--- src/rtl/sar_pkg.sv ---
package sar_pkg;

    // Sequencer states
    typedef enum logic [1:0] {
        ST_IDLE  = 2'd0,
        ST_PWRUP = 2'd1,
        ST_CONV  = 2'd2,
        ST_DONE  = 2'd3
    } sar_state_e;

    // Word index of each register (byte address bits [3:2])
    localparam logic [1:0] IDX_SAMPLE = 2'd0;
    localparam logic [1:0] IDX_STATUS = 2'd1;
    localparam logic [1:0] IDX_CTRL   = 2'd2;
    localparam logic [1:0] IDX_SETTLE = 2'd3;

    // Control and status bit positions, decoded by software
    localparam int CHAN_FIELD_W  = 3;
    localparam int CTL_PWR_BIT   = 3;
    localparam int CTL_IE_BIT    = 5;
    localparam int CTL_FLAG_BIT  = 6;
    localparam int STAT_BUSY_BIT = 0;

    typedef struct packed {
        logic                    flag;
        logic                    ie;
        logic                    pwr;
        logic [CHAN_FIELD_W-1:0] chan;
    } ctrl_reg_t;

    function automatic logic [1:0] word_index(input logic [3:0] byte_addr);
        return byte_addr[3:2];
    endfunction

    function automatic logic [31:0] ctrl_view(input ctrl_reg_t c);
        logic [31:0] v;
        v = '0;
        v[CHAN_FIELD_W-1:0] = c.chan;
        v[CTL_PWR_BIT]      = c.pwr;
        v[CTL_IE_BIT]       = c.ie;
        v[CTL_FLAG_BIT]     = c.flag;
        return v;
    endfunction

endpackage

--- src/rtl/sar_reg_bank.sv ---
module sar_reg_bank
    import sar_pkg::*;
#(
    parameter int DLY_W = 6,
    parameter int RES_W = 10
) (
    input  logic             clk,
    input  logic             rst,
    input  logic             wr_en,
    input  logic [3:0]       addr,
    input  logic [31:0]      wdata,
    input  logic             busy,
    input  logic             cap_en,
    input  logic [RES_W-1:0] cap_data,
    output logic [31:0]      rdata,
    output ctrl_reg_t        ctrl_q,
    output logic [DLY_W-1:0] settle_q,
    output logic [RES_W-1:0] sample_q,
    output logic             start
);

    logic ctrl_hit;
    logic settle_hit;
    logic accept;
    logic unused_wbits;

    assign ctrl_hit   = wr_en && (word_index(addr) == IDX_CTRL);
    assign settle_hit = wr_en && (word_index(addr) == IDX_SETTLE);
    assign accept     = ctrl_hit && !busy;
    assign start      = accept && wdata[CTL_PWR_BIT];

    assign unused_wbits = ^{wdata[31:7], wdata[4], addr[1:0]};

    always_ff @(posedge clk) begin
        if (rst) begin
            ctrl_q   <= '0;
            settle_q <= '0;
            sample_q <= '0;
        end else begin
            if (settle_hit) begin
                settle_q <= wdata[DLY_W-1:0];
            end
            if (accept) begin
                ctrl_q.chan <= wdata[CHAN_FIELD_W-1:0];
                ctrl_q.pwr  <= wdata[CTL_PWR_BIT];
                ctrl_q.ie   <= wdata[CTL_IE_BIT];
                ctrl_q.flag <= 1'b0;
            end else if (cap_en) begin
                ctrl_q.flag <= 1'b1;
            end
            if (cap_en) begin
                sample_q <= cap_data;
            end
        end
    end

    always_comb begin
        rdata = '0;
        unique case (word_index(addr))
            IDX_SAMPLE: rdata[RES_W-1:0]   = sample_q;
            IDX_STATUS: rdata[STAT_BUSY_BIT] = busy;
            IDX_CTRL:   rdata              = ctrl_view(ctrl_q);
            IDX_SETTLE: rdata[DLY_W-1:0]   = settle_q;
            default:    rdata              = '0;
        endcase
    end

endmodule

--- src/rtl/sar_settle_timer.sv ---
module sar_settle_timer #(
    parameter int DLY_W = 6
) (
    input  logic             clk,
    input  logic             rst,
    input  logic             load,
    input  logic [DLY_W-1:0] load_val,
    input  logic             run,
    output logic             expired
);

    logic [DLY_W-1:0] cnt_q;

    always_ff @(posedge clk) begin
        if (rst) begin
            cnt_q <= '0;
        end else if (load) begin
            cnt_q <= load_val;
        end else if (run && (cnt_q != '0)) begin
            cnt_q <= cnt_q - 1'b1;
        end
    end

    assign expired = (cnt_q == '0);

endmodule

--- src/rtl/sar_conv_fsm.sv ---
module sar_conv_fsm
    import sar_pkg::*;
(
    input  logic       clk,
    input  logic       rst,
    input  logic       start,
    input  logic       settled,
    input  logic       cnv_done,
    output sar_state_e state_q,
    output logic       busy,
    output logic       req,
    output logic       capture,
    output logic       timer_run
);

    sar_state_e state_d;

    always_comb begin
        state_d = state_q;
        unique case (state_q)
            ST_IDLE:  if (start)    state_d = ST_PWRUP;
            ST_PWRUP: if (settled)  state_d = ST_CONV;
            ST_CONV:  if (cnv_done) state_d = ST_DONE;
            ST_DONE:                state_d = ST_IDLE;
            default:                state_d = ST_IDLE;
        endcase
    end

    always_ff @(posedge clk) begin
        if (rst) begin
            state_q <= ST_IDLE;
        end else begin
            state_q <= state_d;
        end
    end

    assign busy      = (state_q != ST_IDLE);
    assign req       = (state_q == ST_CONV);
    assign capture   = (state_q == ST_CONV) && cnv_done;
    assign timer_run = (state_q == ST_PWRUP);

endmodule

--- src/rtl/sar_seq_ctrl.sv ---
module sar_seq_ctrl
    import sar_pkg::*;
#(
    parameter int N_CH  = 8,
    parameter int DLY_W = 6,
    parameter int RES_W = 10
) (
    input  logic                                 clk,
    input  logic                                 rst,
    input  logic                                 reg_wr,
    input  logic [3:0]                           reg_addr,
    input  logic [31:0]                          reg_wdata,
    output logic [31:0]                          reg_rdata,
    output logic                                 irq,
    output logic                                 cnv_pwr,
    output logic [((N_CH > 1) ? $clog2(N_CH) : 1)-1:0] cnv_chan,
    output logic                                 cnv_req,
    input  logic                                 cnv_done,
    input  logic [RES_W-1:0]                     cnv_data
);

    localparam int CH_W = (N_CH > 1) ? $clog2(N_CH) : 1;

    ctrl_reg_t        ctrl_q;
    logic [DLY_W-1:0] settle_q;
    logic [RES_W-1:0] sample_q;
    logic             start;
    logic             busy_w;
    logic             capture;
    logic             timer_run;
    logic             settled;
    sar_state_e       state_w;

    sar_reg_bank #(
        .DLY_W (DLY_W),
        .RES_W (RES_W)
    ) u_regs (
        .clk      (clk),
        .rst      (rst),
        .wr_en    (reg_wr),
        .addr     (reg_addr),
        .wdata    (reg_wdata),
        .busy     (busy_w),
        .cap_en   (capture),
        .cap_data (cnv_data),
        .rdata    (reg_rdata),
        .ctrl_q   (ctrl_q),
        .settle_q (settle_q),
        .sample_q (sample_q),
        .start    (start)
    );

    sar_settle_timer #(
        .DLY_W (DLY_W)
    ) u_timer (
        .clk      (clk),
        .rst      (rst),
        .load     (start),
        .load_val (settle_q),
        .run      (timer_run),
        .expired  (settled)
    );

    sar_conv_fsm u_fsm (
        .clk       (clk),
        .rst       (rst),
        .start     (start),
        .settled   (settled),
        .cnv_done  (cnv_done),
        .state_q   (state_w),
        .busy      (busy_w),
        .req       (cnv_req),
        .capture   (capture),
        .timer_run (timer_run)
    );

    generate
        if (CH_W < CHAN_FIELD_W) begin : g_narrow_chan
            logic unused_chan_hi;
            assign unused_chan_hi = ^ctrl_q.chan[CHAN_FIELD_W-1:CH_W];
            assign cnv_chan = ctrl_q.chan[CH_W-1:0];
        end else begin : g_full_chan
            assign cnv_chan = ctrl_q.chan;
        end
    endgenerate

    assign cnv_pwr = ctrl_q.pwr;
    assign irq     = ctrl_q.flag & ctrl_q.ie;

endmodule

--- config.mk ---
export PLATFORM = sky130hd
export DESIGN_NAME = sar_seq_ctrl
export DESIGN_NICKNAME = d
export VERILOG_FILES = /design/src/rtl/sar_pkg.sv /design/src/rtl/sar_reg_bank.sv /design/src/rtl/sar_settle_timer.sv /design/src/rtl/sar_conv_fsm.sv /design/src/rtl/sar_seq_ctrl.sv
export SDC_FILE = /design/constraint.sdc
export NUM_CORES = 1
export LEC_CHECK = 0
export BUFFER_PORTS_ARGS = -buffer_cell sky130_fd_sc_hd__buf_2
export CORE_MARGIN = 3
export CORE_UTILIZATION = 48
export CTS_CLUSTER_SIZE = 40
export DETAILED_ROUTE_END_ITERATION = 10
export PLACE_DENSITY = 0.82
export SYNTH_ARGS = -nofsm -noshare
export SYNTH_HDL_FRONTEND = slang
export SYNTH_SLANG_ARGS = --single-unit
--- constraint.sdc ---
create_clock -name clk -period 3.9 [get_ports clk]
set_input_delay 1.17 -clock clk [delete_from_list [all_inputs] [get_ports clk]]
set_output_delay 1.17 -clock clk [all_outputs]
set_load 0.02 [all_outputs]
; Word level (Yosys, flattened, before mapping)
; Index checks and enable logic that the tools add are counted.
[totals]
reg_bits = 30
input_bits = 50
wordCells = 43
[classes]
addsub = 1
eq_ne = 9
mux = 9
bitwise = 1
n_reduce_logical = 15
[op_table]
columns = operator, count
row1 = 5-bit one-hot mux with 3 select lines, 1
row2 = 6-bit 2-to-1 mux, 2
row3 = 2-bit equality test (second input constant), 4
row4 = 2-bit one-hot mux with 4 select lines, 1
row5 = 4-bit one-hot mux with 2 select lines, 1
row6 = 1-bit logical AND, 6
row7 = 6-bit zero test, 1
row8 = 2-bit 2-to-1 mux, 3
row9 = 6-bit nonzero test, 1
row10 = 6-bit by 1-bit subtractor with 6-bit output (second input constant), 1
row11 = 2-bit by 1-bit equality test with 1-bit output (second input constant), 2
row12 = 2-bit zero test, 2
row13 = 2-bit inequality test (second input constant), 2
row14 = 1-bit one-hot mux with 4 select lines, 1
row15 = 2-bit nonzero test, 2
row16 = 3-bit AND reduction, 1
row17 = 2-bit by 1-bit inequality test with 1-bit output (second input constant), 1
row18 = 2-bit OR reduction, 1
row19 = 1-bit bitwise AND, 1
row20 = 1-bit zero test, 1

; Logic depth before layout (Yosys ltp)
; Gate-level depths: netlist of run 1.
[logic_depth]
word_depth = 6
ltp_mapped = 8
mapped_depth_nobuf = 6

; Modules after synthesis
; From an unflattened synthesis of run 1, not the netlist that was laid out.
[hier_totals]
cells_unflattened = 187
area_unflattened_um2 = 1783.0
[modules_own_cells]
columns = mod, n_inst, cells_each, area_each_um2, seq_area_each_um2
row1 = sar_reg_bank, 1, 125, 1228.7, 440.4
row2 = sar_settle_timer, 1, 42, 371.6, 120.1
row3 = sar_conv_fsm, 1, 19, 176.4, 40.0
row4 = sar_seq_ctrl, 1, 1, 6.3, 0.0

; Worst setup path before layout of run 1
; No wires, ideal clock.
[synth_timing]
kind = input -> output
from = input port reg_addr[2]
to = output port reg_rdata[1]
t_arrival_ns = 2.062
required_ns = 2.730
setup_slack_ns = 0.668
path_stages = 5
n_path_buf = 2
path_cell_list = buf_2 -> and2_1 -> clkbuf_1 -> nand2_1 -> o21ai_0
[synth_via]
elab_chain_len = 2
[synth_rtl]
columns = element, line
row1 = from (decl), sar_seq_ctrl.sv:11  ; input logic [3:0] reg_addr,
row2 = 2-bit equality test or 2-bit zero test (tied branches), sar_reg_bank.sv:59  ; unique case (word_index(addr))
row3 = 5-bit one-hot mux with 3 select lines (*), sar_reg_bank.sv:59
row4 = to (decl), sar_seq_ctrl.sv:13  ; output logic [31:0] reg_rdata,
; Mark *: on every way between the ends. The rest lies on a longest branch, timed or not.

; Worst setup path in the final report of run 1
[layout_timing]
from = input port reg_addr[3]
to = output port reg_rdata[5]
; Same word-level chain as after synthesis.

==> impl_summary.log, run 1 <==
INFO  metric result_of_the_run = completed
INFO  metric slew_violations = 0
INFO  metric timing.rr.end = u_timer.cnt_q[1]
INFO  metric layout.cells.most_common = sky130_fd_sc_hd__nand2_1
INFO  metric layout-drive-gt1-share = 21.1%
INFO  metric slew_headroom = between 60 and 70%
INFO  metric clock_tree_from_tritoncts = built
INFO  metric grt-ovfl-total = 0
INFO  metric antenna_found_initial = 0
INFO  metric track_usage = around 18%
INFO  metric layout_common_cells = 47 x sky130_fd_sc_hd__nand2_1, 37 x sky130_fd_sc_hd__buf_2, 30 x sky130_fd_sc_hd__dfxtp_1
INFO  metric critical_path.reg2reg.startpoint = u_fsm.state_q[0]
INFO  metric post-route-min-period = 3380 ps
INFO  metric cts_max_level = 2
INFO  metric ys.warnings.count = 0
INFO  metric placed_area = between 1500 and 2000 sq um
INFO  metric fp.dieW = roughly 65 um
INFO  metric post_cts_resized = 0
INFO  metric synth_area_per_cell = a little under 8 sq um
INFO  metric final_routed_wirelength = around 3.5 mm
INFO  metric io_buffers = 37
INFO  metric power_per_cell_area = roughly 370 nW/um^2
INFO  metric synth_top_cells_by_area = sky130_fd_sc_hd__dfxtp_1 36%, sky130_fd_sc_hd__buf_4 12%, sky130_fd_sc_hd__nand2_1 11%
INFO  metric path_clk_slew = 110 ps
INFO  metric post-cts-setup-buffers = 0
INFO  metric setup-violations-final = 0
INFO  metric cts-root-buf = sky130_fd_sc_hd__clkbuf_4
INFO  metric timing.critical_path.to = reg_rdata[5]
INFO  metric antennaDiodeCount = 0
INFO  metric coreArea = approximately 3200 sq um
INFO  metric worst-endpoint-arrival = between 2000 and 2500 ps
INFO  metric drt_pass1_iterations = 6
INFO  metric synth.yosys.seq_area_share = a little over a third
INFO  metric synth.ff_latch_count = 30
INFO  metric ctsHoldBuffers = 0
INFO  metric yosysTopAreaCellShare = 36.4%
INFO  metric vias_per_cell = between 5 and 6
INFO  metric synth_enable_flop_cells = 0
INFO  metric worst-setup-path-type = primary input to primary output
INFO  metric critPathLaunchType = primary input
INFO  metric rows = 20
INFO  metric final_net_count = ~300
INFO  metric starting_utilization_of_the_core_area = between 50 and 60%
INFO  metric leakage = ~0.77 nW
INFO  metric grt_first_pass_wirelength = a little under 6 mm
INFO  metric rsz0062_at_grt = false
INFO  metric first_global_vias = 1344
INFO  metric ant_nets = 0
INFO  metric timing.reg2reg.worst_path_depth = 6
INFO  metric fin_setup_tns = 0 ps
INFO  metric drt-wirelength-per-cell = 12.2 um
INFO  metric detail_route.iter0.violations = between 50 and 60
INFO  metric ys_types = 34
INFO  metric required = 2730 ps
INFO  metric fmaxAchievable = between 0.2 and 0.3 GHz
INFO  metric vdd.ir_drop.worst = between 0.0003 and 0.0004 V
INFO  metric detailed_place_hpwl = about 2.5 mm
INFO  metric synth.largest_area_cell = sky130_fd_sc_hd__dfxtp_1
INFO  metric synth_flop_cell = sky130_fd_sc_hd__dfxtp_1
INFO  metric max-cap-violations = 0
INFO  metric finalInstanceArea = 1820 sq um
INFO  metric timing.final.crit_share = between 80% and 90%
INFO  metric timing.hold.worst.class = register to register
INFO  metric worst_slew_pin_tran = approximately 560 ps
INFO  metric mappedNetlistArea = 1650 sq um
INFO  metric via_count = ~1400
INFO  metric num_clock_sinks = 30
INFO  metric worstSetupStartpoint = reg_addr[3]
INFO  metric synth-async-reset-ratio = 0%
INFO  metric remaining_drc_errors = 0
INFO  metric hold_viol = 0
INFO  metric pin_count_of_the_biggest_net_entering_global_routing = 31
INFO  metric critPathCaptureType = primary output
INFO  metric r2r_setup_slack = between 2000 and 2500 ps
INFO  metric syn_to_final_growth = 10.2%
INFO  metric die_height = about 65 um
INFO  metric die_area = around 4200 sq um
INFO  metric place.gp.congestion = approximately 0.8
INFO  metric clk_latency = approximately 340 ps
INFO  metric max-clock-path-buffers = 2
INFO  metric cp_max_fo = 12
INFO  metric skew = approximately 11 ps
INFO  metric boundaryPins = a little under 90
INFO  metric synthCells = 211
INFO  metric cts_inserted_buffers = 5
-- power breakdown --
| part | leakage [nW] | internal (mW) | switching (mW) |
|---|---|---|---|
| registers | 0.243 | 0.316 | 0.00851 |
| logic | 0.489 | 0.0344 | 0.0701 |
| clock network | 0.0374 | 0.134 | 0.118 |
-- per-stage QoR --
step	std cells	power [mW]	worst slack, ps	hold slack [ps]	utilization, %
after floorplan	232	0.427	668	432	-
after global placement	278	0.433	529	438	55.1
after detailed placement	278	0.435	508	442	55.1
after CTS	286	0.687	512	458	57.7
after global routing	286	0.718	427	474	57.7
final	286	0.682	519	457	57.7
-- worst min-delay path by stage --
stage / startpoint / endpoint / slack [ps] / cells past startpoint
final: u_regs.sample_q[7] / u_regs.sample_q[7] / 460 / 2
after global routing: u_regs.sample_q[7] / u_regs.sample_q[7] / 470 / 2
after CTS: u_regs.sample_q[7] / u_regs.sample_q[7] / 460 / 2
after detailed placement: u_regs.sample_q[7] / u_regs.sample_q[7] / 440 / 2
after global placement: u_regs.sample_q[7] / u_regs.sample_q[7] / 440 / 2
after floorplan: u_regs.sample_q[7] / u_regs.sample_q[7] / 430 / 2
-- routing by layer --
| metal | wire length, um | up-vias | track usage (%) |
|---|---|---|---|
| met5 | 0 | - | 0 |
| met4 | 25 | 0 | 7.12 |
| met3 | 251 | 2 | 6.59 |
| met2 | 1700 | 47 | 30.5 |
| met1 | 1510 | 673 | 19.9 |
| li1 | - | 720 | - |
-- cell usage after synthesis (2+ instances only) --
master / count
sky130_fd_sc_hd__buf_2: 3
sky130_fd_sc_hd__buf_1: 2
sky130_fd_sc_hd__clkbuf_1: 4
sky130_fd_sc_hd__a211oi_1: 5
sky130_fd_sc_hd__nand3_1: 7
sky130_fd_sc_hd__nor2_1: 12
sky130_fd_sc_hd__ha_1: 5
sky130_fd_sc_hd__buf_4: 26
sky130_fd_sc_hd__mux2i_1: 7
sky130_fd_sc_hd__dfxtp_1: 30
sky130_fd_sc_hd__a311oi_1: 2
sky130_fd_sc_hd__and2_1: 6
sky130_fd_sc_hd__a21oi_1: 22
sky130_fd_sc_hd__inv_1: 7
sky130_fd_sc_hd__o21ai_0: 6
sky130_fd_sc_hd__nand2_1: 47
sky130_fd_sc_hd__nor3_1: 3
-- state kept, by name (all words and copies together), names as in the netlist --
name / cells
u_timer.cnt_q: 6
u_fsm.state_q: 2
u_regs.settle_q: 6
u_regs.sample_q: 10
u_regs.ctrl_q: 6
-- worst max-delay path, cell delays in order --
cell and delay (ps):
sky130_fd_sc_hd__buf_2 240, sky130_fd_sc_hd__and2_1 420, sky130_fd_sc_hd__nand2_1 100, sky130_fd_sc_hd__o21ai_0 90, sky130_fd_sc_hd__buf_2 190
-- cells by family after synthesis --
kind of cell,count (synthesis),share of synthesized area (%)
compound gates,41,15.3
simple gates,83,22.4
flops,30,36.4
mux,8,5.61
buf+inv,42,15.7
xor+xnor,1,0.531
fa+ha+maj,5,3.79
other cells,1,0.227
-- layout make-up --
class                      instances  area [sq um]
tap                               44          55.1
timing repair buffer              37           185
clock buffer                       5          37.5
sequential                        30           601
multi-input combinational        160           870
inverter                           7          26.3
clock inverter                     3          45.0
fill                             319          1330
No activity file was read; power rests on OpenSTA's default activity.
==> run 2: changes to the inputs <==
--- a/config.mk
+++ b/config.mk
@@ -7,10 +7,11 @@
 export LEC_CHECK = 0
 export BUFFER_PORTS_ARGS = -buffer_cell sky130_fd_sc_hd__buf_2
 export CORE_MARGIN = 3
-export CORE_UTILIZATION = 48
+export CORE_UTILIZATION = 49
 export CTS_CLUSTER_SIZE = 40
 export DETAILED_ROUTE_END_ITERATION = 10
 export PLACE_DENSITY = 0.82
 export SYNTH_ARGS = -nofsm -noshare
 export SYNTH_HDL_FRONTEND = slang
+export SYNTH_HIERARCHICAL = 1
 export SYNTH_SLANG_ARGS = --single-unit
==> run 2 against run 1 <==
  * Area after synthesis grew 8.0%
  * Final area grew 8.3%
  * Maximum frequency grew 1.1%
  * Utilization is essentially flat
  * Synthesized cell count shrank 11%
  * Power grew 40%
  * Critical path type unchanged
  * Largest cell class unchanged
==> impl_summary.log, run 2 <==
INFO  metric post-cts-setup-buffers = 0 (unchanged)
INFO  metric timing.final.crit_share = 85.7% (was 86.7%)
INFO  metric slew_headroom = 55.0% (was 63.0%)
INFO  metric hold_viol = 0 (unchanged)
INFO  metric leakage = 0.903 nW (was 0.769 nW)
INFO  metric fin_setup_tns = 0 ps (unchanged)
INFO  metric synth_flop_cell = sky130_fd_sc_hd__dfxtp_1 (unchanged)
INFO  metric via_count = 1307 (was 1442)
INFO  metric synth_top_cells_by_area = sky130_fd_sc_hd__dfxtp_1 34%, sky130_fd_sc_hd__mux2i_1 13%, sky130_fd_sc_hd__buf_4 9.3% (was sky130_fd_sc_hd__dfxtp_1 36%, sky130_fd_sc_hd__buf_4 12%, sky130_fd_sc_hd__nand2_1 11%)
INFO  metric grt-ovfl-total = 0 (unchanged)
INFO  metric cts_inserted_buffers = 5 (unchanged)
INFO  metric post_cts_resized = 0 (unchanged)
INFO  metric synth_area_per_cell = 9.53 sq um (was 7.82 sq um)
INFO  metric synthCells = 187 (was 211)
INFO  metric timing.reg2reg.worst_path_depth = 9 (was 6)
INFO  metric io_buffers = 37 (unchanged)
INFO  metric min_path_cells = 2 (unchanged)
INFO  metric ys.warnings.count = 6 (was 0)
INFO  metric power.share.sequential = 39.2% (was 47.6%)
INFO  metric finalInstanceArea = 1970 sq um (was 1820 sq um)
INFO  metric clock_power_share = 26.4% (was 37.1%)
INFO  metric die_area = 4400 sq um (was 4180 sq um)
INFO  metric path_common_cell = sky130_fd_sc_hd__buf_2 (unchanged)
INFO  metric worst-endpoint-arrival = 2170 ps (was 2210 ps)
INFO  metric worstSetupStartpoint = reg_addr[2] (was reg_addr[3])
INFO  metric net-switching-power = 311 uW (was 197 uW)
INFO  metric layout_common_cells = 37 x sky130_fd_sc_hd__buf_2, 30 x sky130_fd_sc_hd__dfxtp_1, 24 x sky130_fd_sc_hd__mux2i_1 (was 47 x sky130_fd_sc_hd__nand2_1, 37 x sky130_fd_sc_hd__buf_2, 30 x sky130_fd_sc_hd__dfxtp_1)
INFO  metric die_height = 66.3 um (was 64.6 um)
INFO  metric drt-wirelength-per-cell = 11.6 um (was 12.2 um)
INFO  metric clock_tree_from_tritoncts = built (unchanged)
INFO  metric timing.critical_path.cells = buf_2, mux4_2, buf_2 (was buf_2, and2_1, nand2_1, o21ai_0, buf_2)
INFO  metric placed_area = 1890 sq um (was 1740 sq um)
INFO  metric worst_slew_pin_tran = 676 ps (was 556 ps)
INFO  metric remaining_drc_errors = 0 (unchanged)
INFO  metric fmaxAchievable = 0.299 GHz (was 0.296 GHz)
INFO  metric area_occupied_by_multi_input_gates = 1020 sq um (was 870 sq um)
INFO  metric skew = 6.18 ps (was 11.4 ps)
INFO  metric detail_route.iter0.violations = 40 (was 57)
INFO  metric starting_utilization_of_the_core_area = 52.2% (was 52.3%)
INFO  metric synth-async-reset-ratio = 0% (unchanged)
INFO  metric power_per_cell_area = 483 nW/um^2 (was 375 nW/um^2)
INFO  metric boundaryPins = 88 (unchanged)
INFO  metric vdd.ir_drop.worst = 0.000334 V (was 0.000378 V)
INFO  metric rows = 21 (was 20)
INFO  metric detailed_place_hpwl = 2.44 mm (was 2.55 mm)
INFO  metric syn_to_final_growth = 10.5% (was 10.2%)
INFO  metric cpPeakStageDelay = 560 ps (was 420 ps)
INFO  metric ys_types = 40 (was 34)
INFO  metric max-clock-path-buffers = 2 (unchanged)
INFO  metric final_routed_wirelength = 3.11 mm (was 3.49 mm)
INFO  metric timing.critical_path.slowest_stage_cell = sky130_fd_sc_hd__mux4_2 (was sky130_fd_sc_hd__and2_1)
INFO  metric critPathLaunchType = primary input (unchanged)
INFO  metric ant_nets = 0 (unchanged)
INFO  metric critPathCaptureType = primary output (unchanged)
INFO  metric rsz0062_at_grt = false (unchanged)
INFO  metric synth.yosys.seq_area_share = 33.7% (was 36.4%)
INFO  metric layout.cells.most_common = sky130_fd_sc_hd__buf_2 (was sky130_fd_sc_hd__nand2_1)
INFO  metric critical_path.reg2reg.startpoint = u_fsm/state_q[0] (was u_fsm.state_q[0])
INFO  metric ctsHoldBuffers = 0 (unchanged)
INFO  metric area_of_all_sequential_standard_cells = 601 sq um (unchanged)
INFO  metric worst-setup-path-type = primary input to primary output (unchanged)
INFO  metric p_sw_share = 32.7% (was 28.9%)
INFO  metric cts_max_level = 2 (unchanged)
INFO  metric pin_count_of_the_biggest_net_entering_global_routing = 38 (was 31)
INFO  metric path_clk_slew = 90 ps (was 110 ps)
INFO  metric drt_pass1_iterations = 4 (was 6)
INFO  metric fp.dieW = 66.3 um (was 64.6 um)
INFO  metric p_comb_share = 34.3% (was 15.3%)
INFO  metric most_repeated_cell_in_the_gate_level_netlist_after_synthesis = sky130_fd_sc_hd__dfxtp_1 (was sky130_fd_sc_hd__nand2_1)
INFO  metric layout-drive-gt1-share = 25.8% (was 21.1%)
INFO  metric track_usage = 15.5% (was 17.8%)
INFO  metric yosys-top-cells-count = 30 x sky130_fd_sc_hd__dfxtp_1, 24 x sky130_fd_sc_hd__mux2i_1, 22 x sky130_fd_sc_hd__buf_4 (was 47 x sky130_fd_sc_hd__nand2_1, 30 x sky130_fd_sc_hd__dfxtp_1, 26 x sky130_fd_sc_hd__buf_4)
INFO  metric largest_register_ff_count = 10 (unchanged)
INFO  metric required = 2730 ps (about the same)
INFO  metric first_global_vias = 1207 (was 1344)
INFO  metric synth_enable_flop_cells = 0 (unchanged)
INFO  metric registers.top_by_ff_count = u_regs/sample_q (was u_regs.sample_q)
INFO  metric final_net_count = 277 (was 296)
INFO  metric grt_first_pass_wirelength = 5.26 mm (was 5.82 mm)
INFO  metric setup-violations-final = 0 (unchanged)
INFO  metric antenna_found_initial = 0 (unchanged)
INFO  metric internal_power = 641 uW (was 485 uW)
INFO  metric cts-root-buf = sky130_fd_sc_hd__clkbuf_4 (unchanged)
INFO  metric max-cap-violations = 0 (unchanged)
INFO  metric mappedNetlistArea = 1780 sq um (was 1650 sq um)
INFO  metric cp_max_fo = 12 (unchanged)
INFO  metric num_clock_sinks = 30 (unchanged)
INFO  metric slew_violations = 0 (unchanged)
INFO  metric synth.ff_latch_count = 30 (unchanged)
INFO  metric vias_per_cell = 4.90 (was 5.04)
INFO  metric clk_latency = 320 ps (was 340 ps)
INFO  metric fillers = 312 (was 319)
INFO  metric coreArea = 3420 sq um (was 3150 sq um)
INFO  metric timing.hold.worst.start = u_regs/ctrl_q[0] (was u_regs.sample_q[7])
INFO  metric post-route-min-period = 3340 ps (was 3380 ps)
INFO  metric yosysTopAreaCellShare = 33.7% (was 36.4%)
INFO  metric result_of_the_run = completed (unchanged)
INFO  metric antennaDiodeCount = 0 (unchanged)
INFO  metric timing.hold.worst.class = register to register (unchanged)
INFO  metric place.gp.congestion = 0.745 (was 0.802)
INFO  metric synth.largest_area_cell = sky130_fd_sc_hd__dfxtp_1 (unchanged)
## run 2: changes by cell type after synthesis, sizes merged, moves of 6 or more
cell and change:
a21oi -20, nand2b +19, nor2 +6, nand3 -6, mux2i +17, nand2 -46
## run 2: per-layer routing
layer / vias to the layer above / GRT usage, % / wire length, um
li1: 663 / - / -
met1: 589 / 19.4 / 1420
met2: 50 / 25.5 / 1400
met3: 5 / 4.76 / 249
met4: 0 / 4.57 / 36
met5: - / 0 / 0
## run 2: final timing paths
path	slack, ps	to
worst min register to register	490	u_regs/ctrl_q[0]
worst max-delay path	560	reg_rdata[0]
worst min-delay path	490	u_regs/ctrl_q[0]
worst max register to register	1870	u_timer/cnt_q[1]
## run 2: stage by stage
stage                     total power [mW]  hold slack, ps  setup WS, ps  instances  utilization (%)
after floorplan                      0.664             452           867        208                -
after global placement               0.700             465           586        260             55.3
after detailed placement             0.709             473           553        260             55.3
after CTS                            0.962             493           551        267             57.7
after global routing                  1.02             514           522        267             57.7
final                                0.952             487           557        267             57.7
## run 2: power groups by stage
stage | clock (mW) | sequential, mW | combinational [mW]
5_1_grt | 0.269 | 0.380 | 0.370
2_1_floorplan | 0 | 0.377 | 0.287
3_5_place_dp | 0 | 0.381 | 0.328
4_1_cts | 0.258 | 0.374 | 0.330
3_3_place_gp | 0 | 0.380 | 0.320
6_report | 0.252 | 0.373 | 0.327
## run 2: layout make-up
cell class	instances	area share, %
multi-input combinational	139	51.6
sequential	30	30.5
timing repair buffer	37	9.40
tap	46	2.92
clock buffer	6	2.60
clock inverter	1	1.52
inverter	8	1.52
## run 2: critical path: cells and delay by family
kind / cells / cell delay, ps
buffers and inverters: 2 / 450
muxes: 1 / 560
## run 2: cell families after synthesis
family,Yosys count,share of synthesized area (%)
flops,30,33.7
fa+ha+maj,6,4.21
xor+xnor,2,0.983
other cells,1,0.210
simple gates,62,21.1
buf+inv,39,13.8
compound gates,18,8.00
mux,29,18.1
